## src/rtl/chime_pkg.sv

```systemverilog
package chime_pkg;
  typedef enum logic [1:0] {
    SRC_NONE  = 2'd0,
    SRC_ALARM = 2'd1,
    SRC_CHIME = 2'd2,
    SRC_TIMER = 2'd3
  } buzz_src_e;

  function automatic logic bcd_in_range(input logic [7:0] v,
                                        input logic [7:0] lo,
                                        input logic [7:0] hi);
    return (v >= lo) && (v <= hi);
  endfunction
endpackage

```

## src/rtl/chime_tone_gen.sv

```systemverilog
module chime_tone_gen #(
  parameter int HALF_CYC = 25000
) (
  input  logic clk,
  input  logic rst_n,
  output logic tone_hi,
  output logic tone_lo
);
  localparam int CW = (HALF_CYC > 1) ? $clog2(HALF_CYC) : 1;
  localparam logic [CW-1:0] LAST = CW'(HALF_CYC - 1);

  logic [CW-1:0] cnt;

  always_ff @(posedge clk or negedge rst_n) begin
    if (!rst_n) begin
      cnt     <= '0;
      tone_hi <= 1'b0;
      tone_lo <= 1'b0;
    end else if (cnt == LAST) begin
      cnt     <= '0;
      tone_hi <= ~tone_hi;
      if (!tone_hi) tone_lo <= ~tone_lo;
    end else begin
      cnt <= cnt + 1'b1;
    end
  end

  // low tone only moves together with a rising edge of the high tone
  p_lo_on_hi_rise_r2: assert property (@(posedge clk) disable iff (!rst_n)
    !$stable(tone_lo) |-> $rose(tone_hi));
endmodule

```

## src/rtl/chime_trigger.sv

```systemverilog
module chime_trigger
  import chime_pkg::*;
(
  input  logic        clk,
  input  logic        rst_n,
  input  logic [7:0]  cur_hh,
  input  logic [7:0]  cur_mm,
  input  logic [7:0]  cur_ss,
  input  logic [7:0]  al_hh,
  input  logic [7:0]  al_mm,
  input  logic        alarm_en_n,
  input  logic [7:0]  tmr_hh,
  input  logic [7:0]  tmr_mm,
  input  logic [7:0]  tmr_ss,
  input  logic        tmr_run,
  output buzz_src_e   src,
  output logic        odd_sec
);
  logic alarm_hit, chime_hit, timer_hit;

  always_comb begin
    alarm_hit = !alarm_en_n && (cur_hh == al_hh) && (cur_mm == al_mm);
    chime_hit = (cur_mm == 8'h59) && bcd_in_range(cur_ss, 8'h50, 8'h59);
    timer_hit = tmr_run && (tmr_hh == 8'h00) && (tmr_mm == 8'h00) &&
                bcd_in_range(tmr_ss, 8'h01, 8'h10);
  end

  always_comb begin
    src     = SRC_NONE;
    odd_sec = 1'b0;
    if (alarm_hit) begin
      src     = SRC_ALARM;
      odd_sec = cur_ss[0];
    end else if (chime_hit) begin
      src     = SRC_CHIME;
      odd_sec = cur_ss[0];
    end else if (timer_hit) begin
      src     = SRC_TIMER;
      odd_sec = tmr_ss[0];
    end
  end

  // a muted alarm never wins selection
  p_mute_alarm_r5: assert property (@(posedge clk) disable iff (!rst_n)
    alarm_en_n |-> (src != SRC_ALARM));
  // a stopped countdown never wins selection
  p_timer_stopped_r6: assert property (@(posedge clk) disable iff (!rst_n)
    !tmr_run |-> (src != SRC_TIMER));
endmodule

```

## src/rtl/chime_buzzer.sv

```systemverilog
module chime_buzzer
  import chime_pkg::*;
#(
  parameter int CLK_HZ  = 50_000_000,
  parameter int TONE_HZ = 1000
) (
  input  logic       clk,
  input  logic       rst_n,
  input  logic [7:0] cur_hh,
  input  logic [7:0] cur_mm,
  input  logic [7:0] cur_ss,
  input  logic [7:0] al_hh,
  input  logic [7:0] al_mm,
  input  logic       alarm_en_n,
  input  logic [7:0] tmr_hh,
  input  logic [7:0] tmr_mm,
  input  logic [7:0] tmr_ss,
  input  logic       tmr_run,
  output logic       buzzer
);
  localparam int HALF = CLK_HZ / (2 * TONE_HZ);

  logic      tone_hi, tone_lo, odd_sec;
  buzz_src_e src;

  chime_tone_gen #(.HALF_CYC(HALF)) u_tone (
    .clk     (clk),
    .rst_n   (rst_n),
    .tone_hi (tone_hi),
    .tone_lo (tone_lo)
  );

  chime_trigger u_trig (
    .clk        (clk),
    .rst_n      (rst_n),
    .cur_hh     (cur_hh),
    .cur_mm     (cur_mm),
    .cur_ss     (cur_ss),
    .al_hh      (al_hh),
    .al_mm      (al_mm),
    .alarm_en_n (alarm_en_n),
    .tmr_hh     (tmr_hh),
    .tmr_mm     (tmr_mm),
    .tmr_ss     (tmr_ss),
    .tmr_run    (tmr_run),
    .src        (src),
    .odd_sec    (odd_sec)
  );

  always_ff @(posedge clk or negedge rst_n) begin
    if (!rst_n)                buzzer <= 1'b1;
    else if (src == SRC_NONE)  buzzer <= 1'b1;
    else                       buzzer <= odd_sec ? tone_lo : tone_hi;
  end

  // nothing selected means a silent (high) buzzer next cycle
  p_idle_high_r7: assert property (@(posedge clk) disable iff (!rst_n)
    (src == SRC_NONE) |=> buzzer);
  // even seconds follow the high tone
  p_even_hi_r8: assert property (@(posedge clk) disable iff (!rst_n)
    (src != SRC_NONE && !odd_sec) |=> (buzzer == $past(tone_hi)));
  // odd seconds follow the low tone
  p_odd_lo_r8: assert property (@(posedge clk) disable iff (!rst_n)
    (src != SRC_NONE && odd_sec) |=> (buzzer == $past(tone_lo)));
endmodule

```

## config.mk

```make
export PLATFORM = sky130hd
export DESIGN_NAME = chime_buzzer
export DESIGN_NICKNAME = d
export VERILOG_FILES = /design/src/rtl/chime_pkg.sv /design/src/rtl/chime_tone_gen.sv /design/src/rtl/chime_trigger.sv /design/src/rtl/chime_buzzer.sv
export SDC_FILE = /design/constraint.sdc
export NUM_CORES = 1
export LEC_CHECK = 0
export ABC_AREA = 1
export CAP_MARGIN = 20
export CELL_PAD_IN_SITES_DETAIL_PLACEMENT = 1
export CELL_PAD_IN_SITES_GLOBAL_PLACEMENT = 1
export CORE_AREA = 2 2 60 62
export CTS_CLUSTER_DIAMETER = 200
export DETAILED_ROUTE_END_ITERATION = 10
export DIE_AREA = 0 0 62 64
export DONT_BUFFER_PORTS = 1
export PLACE_DENSITY = 0.89
export SYNTH_ARGS = -nofsm -noshare
export SYNTH_HDL_FRONTEND = slang
export SYNTH_SLANG_ARGS = --single-unit
```

## constraint.sdc

```tcl
create_clock -name clk -period 3 [get_ports clk]
set_clock_uncertainty 0.2 [all_clocks]
set_input_delay 0.15 -clock clk [delete_from_list [all_inputs] [get_ports clk]]
set_output_delay 0.15 -clock clk [all_outputs]
set_load 0.005 [all_outputs]
```

=== After elaboration in Yosys (flattened, before gate mapping) ===
Index checks and enable logic that the tools add are counted.

* Eq/ne operators: 4
* Add/sub/neg operators: 1
* $lt $le $gt $ge: 4
* Reductions and logical operators: 13
* Mux-type cells: 9
* Bitwise gates (word level): 2

{| class="wikitable"
|+ Operators with widths
! kind !! count
|-
| 8-bit equality test || 2
|-
| 8-bit logical NOT || 2
|-
| 15-bit by 1-bit adder with 15-bit output, second input constant || 1
|-
| 15-bit equality test, second input constant || 1
|-
| 15-bit 2-to-1 mux || 1
|-
| 8-bit by 7-bit equality test with 1-bit output, second input constant || 1
|-
| 8-bit by 1-bit greater-or-equal comparator with 1-bit output, second input constant || 1
|-
| 8-bit by 7-bit greater-or-equal comparator with 1-bit output, second input constant || 1
|-
| 8-bit by 5-bit less-or-equal comparator with 1-bit output, second input constant || 1
|-
| 8-bit by 7-bit less-or-equal comparator with 1-bit output, second input constant || 1
|-
| 1-bit logical AND || 8
|-
| 2-bit 2-to-1 mux || 3
|-
| 1-bit 2-to-1 mux || 5
|-
| 2-bit logical NOT || 1
|-
| 1-bit NOT || 2
|-
| 2-bit AND reduction || 1
|-
| 1-bit logical NOT || 1
|}

* Output and inout bits: 1
* Logic and storage cells: 37
* Bits of input ports: 68
* Flip-flop bits (word level): 18

=== Logic depth before layout (Yosys ltp) ===
* Word-level depth: 9
* Depth in mapped cells: 11
* Depth with buffers taken out: 11

=== By module ===
A second synthesis with hierarchy kept.

* Cell total of the unflattened synthesis: 273
* Area total of the unflattened synthesis: 1,587.8 um^2

{| class="wikitable"
|+ By module, submodules not included
! module !! times used !! cells an instance !! area an instance (um^2) !! seq. area each (um^2)
|-
| chime_tone_gen || 1 || 140 || 996.0 || 425.4
|-
| chime_trigger || 1 || 125 || 530.5 || 0.0
|-
| chime_buzzer || 1 || 8 || 61.3 || 26.3
|}

=== Least setup slack after synthesis ===
No wires, ideal clock.

* Path kind: register -> register
* Start: register u_tone.cnt[0]
* End: register u_tone.cnt[12]
* Slack: 1.257 ns
* Library setup time: 0.118 ns
* Required time: 2.682 ns
* Clock period less this slack: 1.743 ns
* Arrival: 1.425 ns
* Stages on the path, launching flop included: 10
* Path buffers: 0
* Cells stage by stage: dfrtp_1 -> ha_1 -> nand2_2 -> nor2_4 -> nand4_4 -> nor3b_2 -> nand2_2 -> nor2_2 -> xor2_1 -> inv_1

* Longest elaborated chain between the ends: 2
* Elaborated cells between the ends (all ways): 3
* Classes of those cells: 1 x add/sub; 1 x eq/ne; 1 x mux

{| class="wikitable"
|+ RTL lines
! what !! RTL line !! RTL
|-
| start, declared || chime_tone_gen.sv:12 || <nowiki>logic [CW-1:0] cnt;</nowiki>
|-
| start signal, assigned || chime_tone_gen.sv:24 || <nowiki>cnt <= cnt + 1'b1;</nowiki>
|-
| 15-bit by 1-bit adder with 15-bit output or 15-bit equality test (tied branches) || chime_tone_gen.sv:24, chime_tone_gen.sv:19 ||
|-
| 15-bit 2-to-1 mux (*) || chime_tone_gen.sv:19 || <nowiki>end else if (cnt == LAST) begin</nowiki>
|}

Mark *: on every way between the ends. The rest lies on a longest branch, timed or not.
A chain may end at the register's enable or synchronous reset.

=== Final worst setup path ===
Ends and elaborated chain as after synthesis.

==> run summary <==
The standard cell area after detailed placement came out at 1460 um2. Detailed placement ended at an HPWL of 2730 um. At the end of the flow, the number of nets in the layout was 303. The finished cells cover 1520 um2. TritonCTS built the clock tree. The count of maximum capacitance violations is 0. The count of standard-cell rows came out at 21. The final critical-path required period is 1.92 ns. In this run the critical register-to-register path is captured at u_tone.cnt[12].

The count of vias placed by the detailed router came out at 1355. For met2 alone, demand over resource in global routing was 30.5%. The number of levels in the clock H-tree is 1.

By count the netlist is led by sky130_fd_sc_hd__nand2_1, sky130_fd_sc_hd__inv_1, sky130_fd_sc_hd__nor2_1, sky130_fd_sc_hd__nand3_1, sky130_fd_sc_hd__dfrtp_1. The worst pin sits at a relative slew slack of 47.4%. Setup repair after global routing left no endpoint under its margin. The number of inserted filler cells in the final layout is 464. The total iterations of the first detailed-routing run is 4.

The total of endpoints with negative setup slack in the final report is 0. The tightest hold path in the finished design has a slack of 0.158 ns. The number of placed cells counting well taps came out at 272.

The maximum number of buffers from clock root to sink came out at 2. The synthesized net count came out at 295. Synthesis handed over a netlist of 226 instances. Summed over all instances, the cell type with the most area after synthesis is sky130_fd_sc_hd__dfrtp_1. The area overhead of the layout relative to synthesis came out at 8.86%. The maximum ir drop on the vdd rail is 92.9 uV. The number of different library cells in the post-synthesis netlist came out at 24. The worst register-to-register path begins at u_tone.cnt[0]. The cell sitting at the root of the clock tree is a sky130_fd_sc_hd__clkbuf_4.

The number of hold violations in the final report is 0. The count of yosys warnings during synthesis is 0. STA classifies the critical path startpoint as a flip-flop.

The register clock-pin slew on the reported worst setup and hold paths is 0.11 ns. The height of the chip is 64 um. Power spread over the standard cell area amounts to 296 nW/um2.

The clock latency on the worst-skew pair came out at 0.30 ns. The final count of pins violating max slew was 0. The starting density of the core is 42.6%.

Adding up every negative setup slack in the final design gives 0 ns. The routability congestion estimate from global placement came out at 0.793. The logic depth of the worst register-to-register path came out at 9.

A synthesized cell averages 6.18 um2. The post-synthesis instance area is 1400 um2. The largest net degree at the start of global routing came out at 19. The top-level port count came out at 69.

Yosys mapped a number of flops with a built-in enable equal to 0. The fraction of registers with async set or reset after synthesis came out at 100%. For this run, the number of standard cells in the final layout without fillers is 279. The period utilization came out at 63.9%. The number of remaining DRC errors came out at 0. The floorplan step defined a die boundary enclosing 3970 um2. The global-route usage over all layers came out at 18.0%.

The maximum net fanout on the critical path came out at 4. The post-synthesis sequential area ratio is 32.3%. The flip-flop and latch count after synthesis came out at 18. The initial antenna violation count came out at 0. The slack of the worst reg-to-reg path came out at 1.08 ns. The via count of the first global-routing pass came out at 1373. The floorplan step set the die width to 62 um. The number of gates resized after CTS came out at 0. The routing usage on met1 came out at 21.4%.

Once detail routing completed, the nets flagged for antenna violations numbered 0. For the worst setup path, the data arrival time is 1.92 ns. The share of post-route cells with drive strength above 1 is 5.15%. The number of clock buffers added by TritonCTS is 3. Global routing consumed, on the met3 layer, 3.44% of the routing resources. The transition at the pin with the smallest max-transition slack came out at 0.786 ns. The area of the core region came out at 3280 um2.

The most frequently used cell type in the post-synthesis netlist is sky130_fd_sc_hd__nand2_1. The flow ran to the end, and the final reports show no timing, DRC or antenna violations. The most crowded layer after global routing is met2. The most used flip-flop cell after synthesis is sky130_fd_sc_hd__dfrtp_1. For this block, the routed nets add up to 3250 um of wire. The leakage power total is 0.858 nW. Static timing analysis puts the maximum clock frequency at 522 MHz. In this run the worst hold path is classified as primary input to async pin. The worst path required time came out at 3.01 ns. After detailed routing, the average wire length per cell comes to 11.7 um. The number of antenna diodes is 0. The total grt overflow came out at 0. The setup path with the least slack is of type flip-flop to flip-flop. The first global-routing pass estimated 5550 um of wire.

The area fraction of the dominant cell type after synthesis is 30.4%. Sorting the synthesized cells by area gives the leading types as sky130_fd_sc_hd__dfrtp_1, sky130_fd_sc_hd__nand2_1, sky130_fd_sc_hd__inv_1. The number of vias per cell came out at 4.86. The number of buffers added on ports is 0. The detailed router finished its first iteration with 44 violations. The worst setup path is captured at a flip-flop. The number of sinks handled by clock tree synthesis is 18.
-- timing repair --
item	CTS	global route
setup buffers	0	0
hold endpoints to repair	19	0
endpoints found under the setup margin	0	0
hold buffers	3	0
-- layout by cell type, fill, tap and decap left out, drive strengths merged, types with 2 or more instances in the layout --
cell,synthesis,layout
inv,48,48
nand3,18,18
clkbuf,0,4
nor2,45,45
dlygate4sd3,0,3
nand2,63,63
dfrtp,17,17
or2,2,2
a21oi,3,3
nor3,4,4
nand4,6,6
o21ai,3,3
xnor2,6,6
xor2,4,4
-- how the worst max path moves through the flow --
stage / startpoint / endpoint / slack, ns / cells past startpoint
final: u_tone.cnt[0] / u_tone.cnt[12] / 1.08 / 9
after global routing: u_tone.cnt[0] / u_tone.cnt[12] / 0.97 / 9
after CTS: u_tone.cnt[0] / u_tone.cnt[12] / 1.07 / 9
after detailed placement: u_tone.cnt[0] / u_tone.cnt[12] / 1.09 / 9
after global placement: u_tone.cnt[0] / u_tone.cnt[12] / 1.19 / 9
after floorplan: u_tone.cnt[0] / u_tone.cnt[12] / 1.26 / 9
-- metrics by stage --
stage	power, W	util, %	setup WS [ns]
after floorplan	0.000285	-	1.26
after global placement	0.000290	44.3	1.19
after detailed placement	0.000291	44.3	1.09
after CTS	0.000455	46.3	1.07
after global routing	0.000479	46.3	0.969
final	0.000450	46.3	1.08
-- critical path: stages, from the launching register on --
cell,delay (ns)
sky130_fd_sc_hd__dfrtp_1,0.41
sky130_fd_sc_hd__ha_1,0.22
sky130_fd_sc_hd__nand2_2,0.09
sky130_fd_sc_hd__nor2_4,0.14
sky130_fd_sc_hd__nand4_4,0.10
sky130_fd_sc_hd__nor3b_2,0.23
sky130_fd_sc_hd__nand2_2,0.11
sky130_fd_sc_hd__nor2_2,0.10
sky130_fd_sc_hd__xor2_1,0.17
sky130_fd_sc_hd__inv_1,0.05
-- power by group --
part / switching [W] / leakage (nW) / total (W) / internal [W]
registers: 0.00000000229 / 0.234 / 0.000243 / 0.000243
logic: 0.0000280 / 0.604 / 0.0000506 / 0.0000225
clock network: 0.0000823 / 0.0210 / 0.000156 / 0.0000742
total: 0.000110 / 0.858 / 0.000450 / 0.000339
-- metal layers --
metal | wire length, um | vias up
li1 | - | 698
met1 | 1430 | 609
met2 | 1590 | 39
met3 | 150 | 9
met4 | 81 | 0
met5 | 0 | -
-- sequential cells by signal (all words and copies together) (netlist names) --
name            flops
u_tone.tone_lo      1
buzzer              1
u_tone.cnt         15
u_tone.tone_hi      1
-- layout make-up --
| class | count | area, um2 | area share [%] |
|---|---|---|---|
| Clock buffer | 4 | 36.3 | 2.38 |
| Tap cell | 46 | 57.6 | 3.78 |
| Sequential cell | 18 | 452 | 29.7 |
| Multi-Input combinational cell | 160 | 766 | 50.3 |
| Inverter | 48 | 180 | 11.8 |
| Timing Repair Buffer | 3 | 30.0 | 1.97 |
-- kinds of logic after synthesis --
kind of cell,Yosys count,synth area share [%]
and+or+nand+nor,142,45.0
buffers and inverters,48,12.9
DFF,18,32.3
xor gates and xnor gates,10,6.27
AOI/OAI and AO/OA,7,2.60
adders and majority gates,1,0.895
No activity file was read; power rests on OpenSTA's default activity.
